$ cat src/rtl/cfgbs_pkg.sv
`timescale 1ns/1ps
package cfgbs_pkg;

    localparam int BYTE_W = 8;

    typedef enum logic [3:0] {
        ST_IDLE,
        ST_ADDR,
        ST_ADDR_ACK,
        ST_INDEX,
        ST_INDEX_ACK,
        ST_COUNT,
        ST_COUNT_ACK,
        ST_WDATA,
        ST_WDATA_ACK,
        ST_TX,
        ST_TX_ACK,
        ST_SKIP
    } cfgbs_state_e;

endpackage

$ cat src/rtl/cfgbs_line_sync.sv
`timescale 1ns/1ps
module cfgbs_line_sync #(
    parameter int STAGES = 2
) (
    input  logic clk,
    input  logic rst_n,
    input  logic scl_i,
    input  logic sda_i,
    output logic scl_s,
    output logic sda_s,
    output logic scl_rise,
    output logic scl_fall,
    output logic start_det,
    output logic stop_det
);

    logic [STAGES-1:0] scl_q;
    logic [STAGES-1:0] sda_q;
    logic              scl_p;
    logic              sda_p;

    // idle bus level is high on both lines
    always_ff @(posedge clk or negedge rst_n) begin
        if (!rst_n) begin
            scl_q <= '1;
            sda_q <= '1;
            scl_p <= 1'b1;
            sda_p <= 1'b1;
        end else begin
            scl_q <= {scl_q[STAGES-2:0], scl_i};
            sda_q <= {sda_q[STAGES-2:0], sda_i};
            scl_p <= scl_q[STAGES-1];
            sda_p <= sda_q[STAGES-1];
        end
    end

    assign scl_s     = scl_q[STAGES-1];
    assign sda_s     = sda_q[STAGES-1];
    assign scl_rise  = scl_s & ~scl_p;
    assign scl_fall  = ~scl_s & scl_p;
    // data edges with the clock held high are bus conditions
    assign start_det = scl_s & scl_p & sda_p & ~sda_s;
    assign stop_det  = scl_s & scl_p & ~sda_p & sda_s;

endmodule

$ cat src/rtl/cfgbs_regbank.sv
`timescale 1ns/1ps
module cfgbs_regbank #(
    parameter int                    NREGS   = 16,
    parameter int                    IDXW    = 4,
    parameter logic [NREGS-1:0]      RO_MASK = '0,
    parameter logic [NREGS*8-1:0]    RST_VAL = '0
) (
    input  logic                 clk,
    input  logic                 rst_n,
    input  logic                 wr_en,
    input  logic [IDXW-1:0]      wr_idx,
    input  logic [7:0]           wr_data,
    input  logic [IDXW-1:0]      rd_idx,
    output logic [7:0]           rd_data,
    output logic [NREGS*8-1:0]   regs_o
);

    for (genvar g = 0; g < NREGS; g++) begin : g_reg
        if (RO_MASK[g]) begin : g_ro
            assign regs_o[g*8 +: 8] = RST_VAL[g*8 +: 8];
        end else begin : g_rw
            logic [7:0] q;
            always_ff @(posedge clk or negedge rst_n) begin
                if (!rst_n) begin
                    q <= RST_VAL[g*8 +: 8];
                end else if (wr_en && (wr_idx == IDXW'(g))) begin
                    q <= wr_data;
                end
            end
            assign regs_o[g*8 +: 8] = q;
        end
    end

    assign rd_data = regs_o[rd_idx*8 +: 8];

endmodule

$ cat src/rtl/cfg_blk_slave.sv
`timescale 1ns/1ps
module cfg_blk_slave
    import cfgbs_pkg::*;
#(
    parameter logic [6:0]           DEV_ADDR = 7'h6E,
    parameter int                   NREGS    = 16,
    parameter int                   CNT_IDX  = 8,
    parameter logic [NREGS-1:0]     RO_MASK  = 16'h0001,
    parameter logic [NREGS*8-1:0]   RST_VAL  = 128'h0000000000000004_00000000000000A5,
    parameter int                   SYNC_STAGES = 2
) (
    input  logic                 clk,
    input  logic                 rst_n,
    input  logic                 scl_i,
    input  logic                 sda_i,
    output logic                 sda_oe_o,
    output logic [NREGS*8-1:0]   regs_o
);

    localparam int IDXW = $clog2(NREGS);

    // line conditioning
    logic scl_s, sda_s, scl_rise, scl_fall, start_det, stop_det;

    cfgbs_line_sync #(.STAGES(SYNC_STAGES)) u_sync (
        .clk       (clk),
        .rst_n     (rst_n),
        .scl_i     (scl_i),
        .sda_i     (sda_i),
        .scl_s     (scl_s),
        .sda_s     (sda_s),
        .scl_rise  (scl_rise),
        .scl_fall  (scl_fall),
        .start_det (start_det),
        .stop_det  (stop_det)
    );

    // control state and datapath registers
    cfgbs_state_e     st, nxt;
    logic [3:0]       bitcnt;
    logic [6:0]       rxsh;
    logic [6:0]       txsh;
    logic [IDXW-1:0]  idx;
    logic [7:0]       remain;
    logic             rd_sel;
    logic             ack_phase;
    logic             ack_en;
    logic             sda_oe_q;
    logic             wr_en;
    logic [IDXW-1:0]  wr_idx;
    logic [7:0]       wr_data;
    logic [7:0]       rd_data;
    logic [7:0]       cnt_val;

    logic [7:0] rx_byte;
    logic       byte_done;
    logic       addr_hit;

    assign rx_byte   = {rxsh, sda_s};
    assign byte_done = scl_rise && (bitcnt == 4'd7);
    assign addr_hit  = (rx_byte[7:1] == DEV_ADDR);
    assign cnt_val   = regs_o[CNT_IDX*8 +: 8];

    cfgbs_regbank #(
        .NREGS   (NREGS),
        .IDXW    (IDXW),
        .RO_MASK (RO_MASK),
        .RST_VAL (RST_VAL)
    ) u_bank (
        .clk     (clk),
        .rst_n   (rst_n),
        .wr_en   (wr_en),
        .wr_idx  (wr_idx),
        .wr_data (wr_data),
        .rd_idx  (idx),
        .rd_data (rd_data),
        .regs_o  (regs_o)
    );

    // state register
    always_ff @(posedge clk or negedge rst_n) begin
        if (!rst_n) begin
            st <= ST_IDLE;
        end else begin
            st <= nxt;
        end
    end

    // next-state logic; bus conditions take priority over everything
    always_comb begin
        nxt = st;
        if (stop_det) begin
            nxt = ST_IDLE;
        end else if (start_det) begin
            nxt = ST_ADDR;
        end else begin
            unique case (st)
                ST_IDLE: nxt = ST_IDLE;
                ST_ADDR: begin
                    if (byte_done) nxt = addr_hit ? ST_ADDR_ACK : ST_SKIP;
                end
                ST_ADDR_ACK: begin
                    if (scl_fall && ack_phase) nxt = rd_sel ? ST_TX : ST_INDEX;
                end
                ST_INDEX: begin
                    if (byte_done) nxt = ST_INDEX_ACK;
                end
                ST_INDEX_ACK: begin
                    if (scl_fall && ack_phase) nxt = ST_COUNT;
                end
                ST_COUNT: begin
                    if (byte_done) nxt = ST_COUNT_ACK;
                end
                ST_COUNT_ACK: begin
                    if (scl_fall && ack_phase) nxt = ST_WDATA;
                end
                ST_WDATA: begin
                    if (byte_done) nxt = ST_WDATA_ACK;
                end
                ST_WDATA_ACK: begin
                    if (scl_fall && ack_phase) nxt = ST_WDATA;
                end
                ST_TX: begin
                    if (scl_fall && (bitcnt == 4'd8)) nxt = ST_TX_ACK;
                end
                ST_TX_ACK: begin
                    if (scl_rise && sda_s)              nxt = ST_SKIP;
                    else if (scl_fall && ack_phase)     nxt = ST_TX;
                end
                ST_SKIP: nxt = ST_SKIP;
                default: nxt = ST_IDLE;
            endcase
        end
    end

    // outputs and datapath
    always_ff @(posedge clk or negedge rst_n) begin
        if (!rst_n) begin
            sda_oe_q  <= 1'b0;
            bitcnt    <= '0;
            rxsh      <= '0;
            txsh      <= '0;
            idx       <= '0;
            remain    <= '0;
            rd_sel    <= 1'b0;
            ack_phase <= 1'b0;
            ack_en    <= 1'b0;
            wr_en     <= 1'b0;
            wr_idx    <= '0;
            wr_data   <= '0;
        end else begin
            wr_en <= 1'b0;
            if (stop_det || start_det) begin
                sda_oe_q  <= 1'b0;
                bitcnt    <= '0;
                ack_phase <= 1'b0;
            end else begin
                unique case (st)
                    ST_ADDR, ST_INDEX, ST_COUNT, ST_WDATA: begin
                        if (scl_rise) begin
                            rxsh   <= rx_byte[6:0];
                            bitcnt <= bitcnt + 4'd1;
                            if (bitcnt == 4'd7) begin
                                bitcnt    <= '0;
                                ack_phase <= 1'b0;
                                ack_en    <= 1'b1;
                                if (st == ST_ADDR) begin
                                    rd_sel <= rx_byte[0];
                                    ack_en <= addr_hit;
                                end else if (st == ST_INDEX) begin
                                    idx <= rx_byte[IDXW-1:0];
                                end else if (st == ST_COUNT) begin
                                    remain <= rx_byte;
                                end else if (remain != 8'd0) begin
                                    wr_en   <= 1'b1;
                                    wr_idx  <= idx;
                                    wr_data <= rx_byte;
                                    idx     <= idx + IDXW'(1);
                                    remain  <= remain - 8'd1;
                                end else begin
                                    ack_en <= 1'b0;
                                end
                            end
                        end
                    end
                    ST_ADDR_ACK, ST_INDEX_ACK, ST_COUNT_ACK, ST_WDATA_ACK: begin
                        if (scl_fall) begin
                            if (!ack_phase) begin
                                ack_phase <= 1'b1;
                                sda_oe_q  <= ack_en;
                            end else begin
                                ack_phase <= 1'b0;
                                bitcnt    <= '0;
                                sda_oe_q  <= 1'b0;
                                if ((st == ST_ADDR_ACK) && rd_sel) begin
                                    txsh     <= cnt_val[6:0];
                                    sda_oe_q <= ~cnt_val[7];
                                end
                            end
                        end
                    end
                    ST_TX: begin
                        if (scl_rise) begin
                            bitcnt <= bitcnt + 4'd1;
                        end else if (scl_fall) begin
                            if (bitcnt == 4'd8) begin
                                sda_oe_q  <= 1'b0;
                                bitcnt    <= '0;
                                ack_phase <= 1'b0;
                            end else begin
                                txsh     <= {txsh[5:0], 1'b0};
                                sda_oe_q <= ~txsh[6];
                            end
                        end
                    end
                    ST_TX_ACK: begin
                        if (scl_rise && !sda_s) begin
                            ack_phase <= 1'b1;
                        end else if (scl_fall && ack_phase) begin
                            txsh      <= rd_data[6:0];
                            sda_oe_q  <= ~rd_data[7];
                            idx       <= idx + IDXW'(1);
                            ack_phase <= 1'b0;
                            bitcnt    <= '0;
                        end
                    end
                    ST_IDLE, ST_SKIP: begin
                        sda_oe_q <= 1'b0;
                        bitcnt   <= '0;
                    end
                    default: begin
                        sda_oe_q <= 1'b0;
                    end
                endcase
            end
        end
    end

    assign sda_oe_o = sda_oe_q;

endmodule

$ cat config.mk
export PLATFORM = sky130hd
export DESIGN_NAME = cfg_blk_slave
export DESIGN_NICKNAME = d
export VERILOG_FILES = /design/src/rtl/cfgbs_pkg.sv /design/src/rtl/cfgbs_line_sync.sv /design/src/rtl/cfgbs_regbank.sv /design/src/rtl/cfg_blk_slave.sv
export SDC_FILE = /design/constraint.sdc
export NUM_CORES = 1
export LEC_CHECK = 0
export ABC_CLOCK_PERIOD_IN_PS = 2290
export BUFFER_PORTS_ARGS = -buffer_cell sky130_fd_sc_hd__buf_4
export CAP_MARGIN = 20
export CORE_ASPECT_RATIO = 0.8
export CORE_MARGIN = 4
export CORE_UTILIZATION = 60
export CTS_BUF_LIST = sky130_fd_sc_hd__clkbuf_2 sky130_fd_sc_hd__clkbuf_4 sky130_fd_sc_hd__clkbuf_8
export DETAILED_ROUTE_END_ITERATION = 7
export PLACE_DENSITY = 0.85
export REMOVE_ABC_BUFFERS = 1
export SYNTH_ARGS = -nofsm -noshare
export SYNTH_HDL_FRONTEND = slang
export SYNTH_SLANG_ARGS = --single-unit
$ cat constraint.sdc
create_clock -name clk -period 2.29 [get_ports clk]
set_input_delay 0.229 -clock clk [delete_from_list [all_inputs] [get_ports clk]]
set_output_delay 0.229 -clock clk [all_outputs]
set_load 0.01 [all_outputs]
Word level (Yosys, flattened, before mapping)
Cells that the tools add are included.
Widths: inputs -> output; s select.
Storage, ports and cells
  input port bits: 4
  logic and storage cells: 241
  register bits after elaboration: 177
  output and inout port bits: 129
Cells by class
  muxes and demuxes: 78
  shifts and indexed selects: 1
  bitwise operators: 18
  reductions and logical operators: 45
  eq/ne operators: 64
  $add $sub $neg: 3
Operators with widths (number)
  $mux 4: 32
  $shiftx 128x8->8: 1
  $mux 7: 8
  $eq 4x4->1 const B: 13
  $pmux 4 s10: 1
  $eq 4x3->1 const B: 9
  $ne 4x4->1 const B: 9
  $ne 3x3->1 const B: 11
  $mux 1: 30
  $ne 2x2->1 const B: 12
  $reduce_and 8->1: 3
  $logic_and 1x1->1: 21
  $pmux 7 s3: 1
  $pmux 4 s5: 1
  $reduce_and 9->1: 2
  $eq 4x2->1 const B: 4
  $mux 8: 2
  $not 1->1: 11
  $reduce_and 10->1: 1
  $add 4x1->4 const B: 2
  $eq 4x1->1 const B: 2
  $pmux 1 s4: 2
  $pmux 4 s2: 1
  $reduce_bool 8->1: 1
  other kinds (20): 29

Depth between registers and ports, before layout
Gate-level depths: netlist of run 1.
  depth in word-level cells: 9
  mapped depth: 9
  mapped depth without buffers: 7

Cells and area by module
A second synthesis of run 1 with hierarchy kept.
Second synthesis, totals
  cell total of the unflattened synthesis: 773
  area total of the unflattened synthesis: 9303.9 µm²
By module, submodules not included
  cfgbs_regbank: sequential area each 3004.1 µm², cells an instance 385, area an instance 5625.4 µm², instances 1
  cfg_blk_slave: sequential area each 1276.2 µm², cells an instance 378, area an instance 3488.3 µm², instances 1
  cfgbs_line_sync: sequential area each 157.7 µm², cells an instance 10, area an instance 190.2 µm², instances 1

Least setup slack after synthesis of run 1
OpenSTA, ideal clock, no wires.
  kind: register to register
  from: register u_sync.scl_q[1]
  to: register wr_data[0]
  clock period less this slack: 2.078 ns
  data required time: 2.165 ns
  arrival: 1.953 ns
  cell stages (with the launch flop): 8
  path buffers: 1
  setup time: 0.125 ns
  slack: 0.212 ns
  cell sequence: dfstp_2 > ha_1 > nand3b_1 > a211oi_4 > o221ai_2 > nand2b_4 > buf_8 > mux2_4
On the way
  word-level cells in the longest chain between the ends: 6
  elaborated cells between the ends (all ways): 9
  those cells by class: 7 x bitwise; 2 x reduce/logical
RTL lines
  from (decl): line cfgbs_line_sync.sv:17  | logic [STAGES-1:0] scl_q;
  from (signal assigned): line cfgbs_line_sync.sv:30  | scl_q <= {scl_q[STAGES-2:0], scl_i};
  $and 1x1->1: line cfgbs_line_sync.sv:42, cfgbs_line_sync.sv:43
  $and 1x1->1 (on tied branches) (2 in a row): line cfgbs_line_sync.sv:43, cfgbs_line_sync.sv:42
  $logic_or 1x1->1: line cfg_blk_slave.sv:153  | if (stop_det || start_det) begin
  $not 1->1 (no line)
  $reduce_and 8->1 (no line) (*)
  to (signal assigned): line cfg_blk_slave.sv:177  | wr_data <= rx_byte;
  to (decl): line cfg_blk_slave.sv:51  | logic [7:0] wr_data;
Every way passes the cells marked *; elsewhere a longest branch is shown, timed or not.
A chain may end at the register's enable or synchronous reset.

Final worst setup path of run 1
  from: register u_sync.scl_p
  to: register st[0]
On the way
  word-level cells in the longest chain between the ends: 7
  elaborated cells between the ends (all ways): 26
  those cells by class: 9 x eq/ne; 4 x mux; 8 x bitwise; 5 x reduce/logical
RTL lines
  from (decl): line cfgbs_line_sync.sv:19  | logic scl_p;
  from (signal assigned): line cfgbs_line_sync.sv:32  | scl_p <= scl_q[STAGES-1];
  $not 1->1: line cfgbs_line_sync.sv:39  | assign scl_rise = scl_s & ~scl_p;
  $and 1x1->1: line cfgbs_line_sync.sv:39
  $logic_and 1x1->1: line cfg_blk_slave.sv:127  | if (scl_rise && sda_s) nxt = ST_SKIP;
  $mux 4: line cfg_blk_slave.sv:127
  $pmux 4 s10: line cfg_blk_slave.sv:97  | unique case (st)
  $mux 4: line cfg_blk_slave.sv:94  | end else if (start_det) begin
  $mux 4: line cfg_blk_slave.sv:92  | if (stop_det) begin
  to (signal assigned): line cfg_blk_slave.sv:85  | st <= nxt;
  to (decl): line cfg_blk_slave.sv:39  | cfgbs_state_e st, nxt;
Parallel ways exist; a longest one is shown, timed or not.

==> results of run 1 <==
power groups by stage:
stage                     combinational, mW  clock [mW]  sequential [mW]
after floorplan                        1.38           0             3.78
after global placement                 2.44           0             3.68
after detailed placement               2.53           0             3.69
after CTS                              2.54        2.13             3.63
after global routing                   2.78        2.26             3.67
final                                  2.57        2.11             3.64
kinds of logic (layout without fill, tap and decap cells):
family,Yosys count,after routing,share of synthesized area (%)
mux,184,184,26.8
flops,177,177,48.8
simple gates,148,148,9.36
compound gates,129,129,9.73
buf+inv,70,230,4.03
fa+ha+maj,8,8,1.10
other cells,2,8,0.0826
xor+xnor,1,1,0.0964
routing by layer:
| metal | global-route usage [%] | vias up | share of wire, % |
|---|---|---|---|
| met5 | 0 | - | 0 |
| met4 | 9.43 | 0 | 1.9 |
| met3 | 8.58 | 38 | 9.5 |
| met2 | 44.8 | 369 | 46 |
| met1 | 42.2 | 3467 | 43 |
| li1 | - | 2976 | - |
final timing paths:
check / startpoint / endpoint / slack [ns] / cells past startpoint
max: u_sync.scl_p / st[0] / 0.11 / 8
min: rst_n / u_bank.g_reg[5].g_rw.q[2] / 0.29 / 2
max reg2reg: u_sync.scl_p / st[0] / 0.11 / 8
min reg2reg: u_sync.sda_q[0] / u_sync.sda_q[1] / 0.36 / 0
max in group asynchronous: rst_n / u_sync.scl_p / 1.27 / 3
min in group clk: u_sync.sda_q[0] / u_sync.sda_q[1] / 0.36 / 0
flip-flops by register name, indices dropped and copies added, names as in the netlist:
signal	flops
ack_en	1
ack_phase	1
bitcnt	4
idx	4
rd_sel	1
remain	8
rxsh	7
sda_oe_o	1
st	4
txsh	7
u_bank.g.g_rw.q	120
u_sync.scl_p	1
u_sync.scl_q	2
u_sync.sda_p	1
u_sync.sda_q	2
wr_data	8
wr_en	1
wr_idx	4
critical path: cells and delay by family (launching register included):
kind / cells / cell delay (ns)
compound gates: 5 / 1.05
buf+inv: 2 / 0.23
flops: 1 / 0.55
fa+ha+maj: 1 / 0.22
synthesized netlist by cell type (8+ instances only):
| library cell | number |
|---|---|
| a21oi_1 | 32 |
| a22o_1 | 8 |
| buf_2 | 16 |
| buf_4 | 11 |
| clkbuf_1 | 23 |
| dfrtp_1 | 170 |
| ha_1 | 8 |
| inv_1 | 14 |
| mux2_2 | 135 |
| mux2_4 | 9 |
| mux2i_1 | 12 |
| mux4_2 | 21 |
| nand2_1 | 30 |
| nand2b_1 | 8 |
| nand3_1 | 11 |
| nand3b_1 | 8 |
| nor2_1 | 30 |
| nor2b_1 | 13 |
| o21ai_0 | 26 |
metrics by stage:
stage	util (%)	TNS (ns)	hold slack [ns]	cell area [um^2]
2_1_floorplan	-	-3.16	-0.0666	8800
5_1_grt	74.8	0	0.314	10900
6_report	74.8	0	0.286	10900
3_3_place_gp	71.9	0	0.210	10500
3_5_place_dp	71.9	0	0.219	10500
4_1_cts	74.8	0	0.286	10900
placed cells by master, fill, tap and decap left out, drive strengths merged, types with 13 or more instances in the layout:
master / instances
mux4: 28
nor2: 30
clkbuf: 23
inv: 15
nor2b: 13
dfrtp: 170
a21oi: 32
o21ai: 33
mux2: 144
nand2: 30
buf: 182
cell type report:
cell class	instances	area share, %
sequential	177	40.8
clock buffer	23	2.80
inverter	14	0.483
multi-input combinational	478	39.6
tap	184	2.12
timing repair buffer	185	13.5
clock inverter	8	0.713
what timing repair did:
action / 4_1_cts / 5_1_grt
hold buffers: 3 / 0
endpoints found under the setup margin: 0 / 1
gates resized for setup: 0 / 1
endpoints found under the hold margin: 52 / 0
==> summary.txt, run 1 <==
Logic pwr share = 30.9%
Final Total Pwr = 8.32 mW
Worst relative slew slack = 52.9%
Port buffer count = 124
Startpoint Class = flop
Diode count = 0
Starting Density = 62.5%
Dpl ws = 0.129 ns
P_leak = 5.35 nW
Crit share post-route = 95.4%
Share of post-route cells with drive strength above 1 = 45.4%
Final wirelength = 25100 um
Slowest CP cell = dfstp_2
Post-DR wirelength/cell = 23.5 um
Power per Cell Area = 765 nW/um^2
First-iteration detailed-routing DRC count = 754
Reg area = 4440 um^2
Vias in the first global route = 6959
Largest net degree at the start of global routing = 57
Post-layout min period = 2.18 ns
Post-synth cell types = 73
Maximum clock path buffer count = 2
Std-Cell Rows = 39
Inst Count DP = 1035
Crit-path max FO = 5
Final ANT Viol Nets = 0
Post-DP HPWL = 18200 um
Cell taking the most area after synthesis = dfrtp_1
Total of max-cap violations = 0
Synthesized area = 9090 um^2
Die area = 17200 um^2
WP data required = 2.62 ns
Main synth FF type = dfrtp_1
CTS sink count = 177
Clock power share = 25.3%
Clock latency on the worst-skew pair = 0.47 ns
Share of the synthesized area in the top cell type = 46.8%
CP Cell Sequence = inv_1, ha_1, a31o_2, a2111oi_2, buf_4, a21o_1, a21boi_0, o221ai_1
I/O pins = 133
Non-Filler Instances = 1069
Cell Int Power = 5.46 mW
Post-synthesis async set-or-reset flop share = 100%
First-pass GRT wire length = 39900 um
Gate Count Post-Synth = 719
Tot GR Track Use = 29.8%
Slowest cell delay on critical path = 0.55 ns
Count of TritonRoute iterations in the first routing pass = 5
Sequential fraction of the synthesis area = 48.8%
Die Y = 118 um
Multi-input logic area = 4310 um^2
Post-CTS Setup Bufs = 0
WS Path Type = flop to flop
VDD IR max = 485 uV
CTS tree = yes
Outcome = completed
DR vias/cell = 6.41
Die Wd = 146 um
CTS H-tree lvls = 4
Crit end category = flop
Core area = 14500 um^2
Grt ovf = 0
Mean Syn Cell Area = 12.6 um^2
Initial antenna violation count = 0
Flop pwr share = 43.7%
Sw Pwr = 2.85 mW
Synth area leaders = dfrtp_1, mux2_2, mux4_2, dfstp_2, mux4_1
Final worst slack = 0.105 ns
Residual DRC = 0
Number of synthesized flops with an enable pin = 0
Final setup skew = 0.0138 ns
Worst Tran Pin Value = 0.688 ns
WP data arrival = 2.52 ns
Fmax = 458 MHz
Synth-to-Final Area Change = 19.6%
Vias = 6850
GPL Wtd Cong = 0.956
RSZ-0062 raised after global routing = no
Setup violations, final = 0
Sw frac = 34.3%
Filler cells = 934
Final hold vios = 0
Yosys reg bits = 177
Hold Crit Class = input pin to asynchronous set/reset pin
Ys Warns = 0
# nets final = 885
Slew Limit Fails = 0
Worst-path clk slew = 0.09 ns
Clk root buf = clkbuf_8
CTS Buf Count = 17
Power figures use the tool's default switching activity.
==> inputs of run 2 (changes only) <==
CORE_UTILIZATION = 50   (was 60)
PLACE_DENSITY = 0.73   (was 0.85)
REMOVE_ABC_BUFFERS = unset   (was 1)
==> run 2 against run 1 <==
Against the previous run:
- combinational power is 2% lower
- first-iteration DRC count is 10% lower
- non-clock buffer count is 7 higher
- largest cell class unchanged
- critical path type unchanged
==> summary.txt, run 2 (synthesis results as in run 1) <==
Outcome = completed
Startpoint Class = flop
Maximum clock path buffer count = 2 (unchanged)
Crit-path max FO = 23 (+18)
WS Path Type = flop to flop
Largest net degree at the start of global routing = 59 (+3.5%)
Hold Crit Class = input pin to asynchronous set/reset pin
Port buffer count = 124 (unchanged)
Worst relative slew slack = 50.1% (-2.8 points)
Core area = 17600 um^2 (+21%)
Power per Cell Area = 773 nW/um^2 (+1.1%)
Slowest CP cell = mux4_2
Final setup skew = 0.0104 ns (-0.00341 ns)
Worst Tran Pin Value = 0.746 ns (+0.0578 ns)
Fmax = 459 MHz (+0.35%)
Crit path top cell by count = mux4_2
VDD IR max = 367 uV (-24%)
Clock latency on the worst-skew pair = 0.47 ns (about the same)
CP Cell Sequence = buf_12, mux4_2, mux4_2, a22oi_1, o21ai_1
Residual DRC = 0 (unchanged)
CTS Buf Count = 17 (unchanged)
Flip-flop count of the largest register after layout = 120 (unchanged)
Crit end category = flop
GPL Wtd Cong = 0.950 (-0.69%)
First-iteration detailed-routing DRC count = 678 (-10%)
Worst-path clk slew = 0.09 ns (about the same)
CTS sink count = 177 (unchanged)
Count of TritonRoute iterations in the first routing pass = 5 (unchanged)
Std-Cell Rows = 43 (+10%)
Total of max-cap violations = 0 (unchanged)
Commonest non-fill, non-tap cell in the layout = buf_4
Slew Limit Fails = 0 (unchanged)
P_leak = 5.38 nW (+0.59%)
Die Y = 129 um (+8.9%)
Biggest regs = u_bank.g.g_rw.q (120), remain (8), wr_data (8)
Vias in the first global route = 6880 (-1.1%)
CTS H-tree lvls = 4 (unchanged)
WP data arrival = 2.53 ns (about the same)
Slowest cell delay on critical path = 0.57 ns (+0.02 ns)
Post-DR wirelength/cell = 22.9 um (-2.8%)
Clk root buf = clkbuf_8
Final ANT Viol Nets = 0 (unchanged)
First-pass GRT wire length = 40300 um (+0.93%)
DR vias/cell = 6.14 (-4.1%)
RSZ-0062 raised after global routing = no
Post-layout min period = 2.18 ns (-0.00764 ns)
Die area = 20400 um^2 (+19%)
Crit share post-route = 95.1% (-0.33 points)
Hold slack = 0.287 ns (+0.000965 ns)
Inst Count DP = 1081 (+4.4%)
Starting Density = 51.7% (-11 points)
Vias = 6867 (+0.25%)
WP data required = 2.64 ns (+0.02 ns)
Final hold vios = 0 (unchanged)
Largest reg by FF count = u_bank.g.g_rw.q
Initial antenna violation count = 0 (unchanged)
Commonest cells after routing, fill and taps aside = buf_4, dfrtp_1, mux2_2
CTS tree = yes
Setup_tns = 0 ns (unchanged)
Die Wd = 159 um (+9.0%)
Post-DP HPWL = 18700 um (+2.9%)
Final Total Pwr = 8.50 mW (+2.2%)
Share of post-route cells with drive strength above 1 = 46.4% (+0.94 points)
Synth-to-Final Area Change = 21.0%
I/O pins = 133 (unchanged)
Final wirelength = 25600 um (+1.7%)
Non-Filler Instances = 1118 (+4.6%)
Grt ovf = 0 (unchanged)
Setup violations, final = 0 (unchanged)
# nets final = 892 (+0.79%)
Tot GR Track Use = 25.4% (-4.3 points)
Diode count = 0 (unchanged)
[run 2: cell types whose count changed in the layout (fill, tap and decap cells not counted), moves of 2 or more]
cell	before	now
buf_12	5	2
buf_4	176	186
bufinv_16	1	3
clkbuf_8	21	18
dfrtp_1	169	166
dfrtp_2	1	4
[run 2: final timing paths]
kind	start	to	slack, ns	cells after the start
min	rst_n	u_bank.g_reg[10].g_rw.q[0]	0.29	2
max	idx[0]	txsh[0]	0.11	5
max in group asynchronous	rst_n	u_sync.sda_p	1.26	3
max reg2reg	idx[0]	txsh[0]	0.11	5
min in group clk	u_sync.sda_q[0]	u_sync.sda_q[1]	0.36	0
min reg2reg	u_sync.sda_q[0]	u_sync.sda_q[1]	0.36	0
[run 2: cell type report]
type                       count  area, um^2
timing repair buffer         192        1480
fill                        1386        6600
multi-input combinational    478        4320
clock buffer                  20         263
tap                          225         282
inverter                      14        52.6
clock inverter                12         156
sequential                   177        4440
[run 2: critical path, delay by kind of cell, from the launching register on]
family          cells  cell delay, ns
mux                 2            1.07
flops               1            0.48
compound gates      2            0.27
buf+inv             1            0.22
[run 2: per-stage QoR]
stage	util [%]	setup WS [ns]	instance area [um^2]
2_1_floorplan	-	0.212	9110
3_3_place_gp	59.8	0.148	10500
3_5_place_dp	59.8	0.114	10500
4_1_cts	62.3	0.0853	11000
5_1_grt	62.5	0.00261	11000
6_report	62.5	0.113	11000
[run 2: where the power goes]
group | total (mW) | switching, mW | internal (mW)
sequential | 3.69 | 0.376 | 3.32
combinational | 2.51 | 1.33 | 1.17
clock | 2.30 | 1.16 | 1.14
total | 8.50 | 2.87 | 5.63
[run 2: layer usage]
layer | up-vias | GRT usage, % | wire, um | share of wire, %
li1 | 2994 | - | - | -
met1 | 3502 | 36.5 | 11500 | 45
met2 | 328 | 38.9 | 11500 | 45
met3 | 43 | 5.89 | 2130 | 8.3
met4 | 0 | 8.42 | 481 | 1.9
met5 | - | 0 | 0 | 0
[run 2: repair_timing]
action                     CTS  global route
resized for setup            0             6
setup endpoints to repair    0            25
hold endpoints to repair    54             0
setup buffers                0             2
hold buffers                 3             0
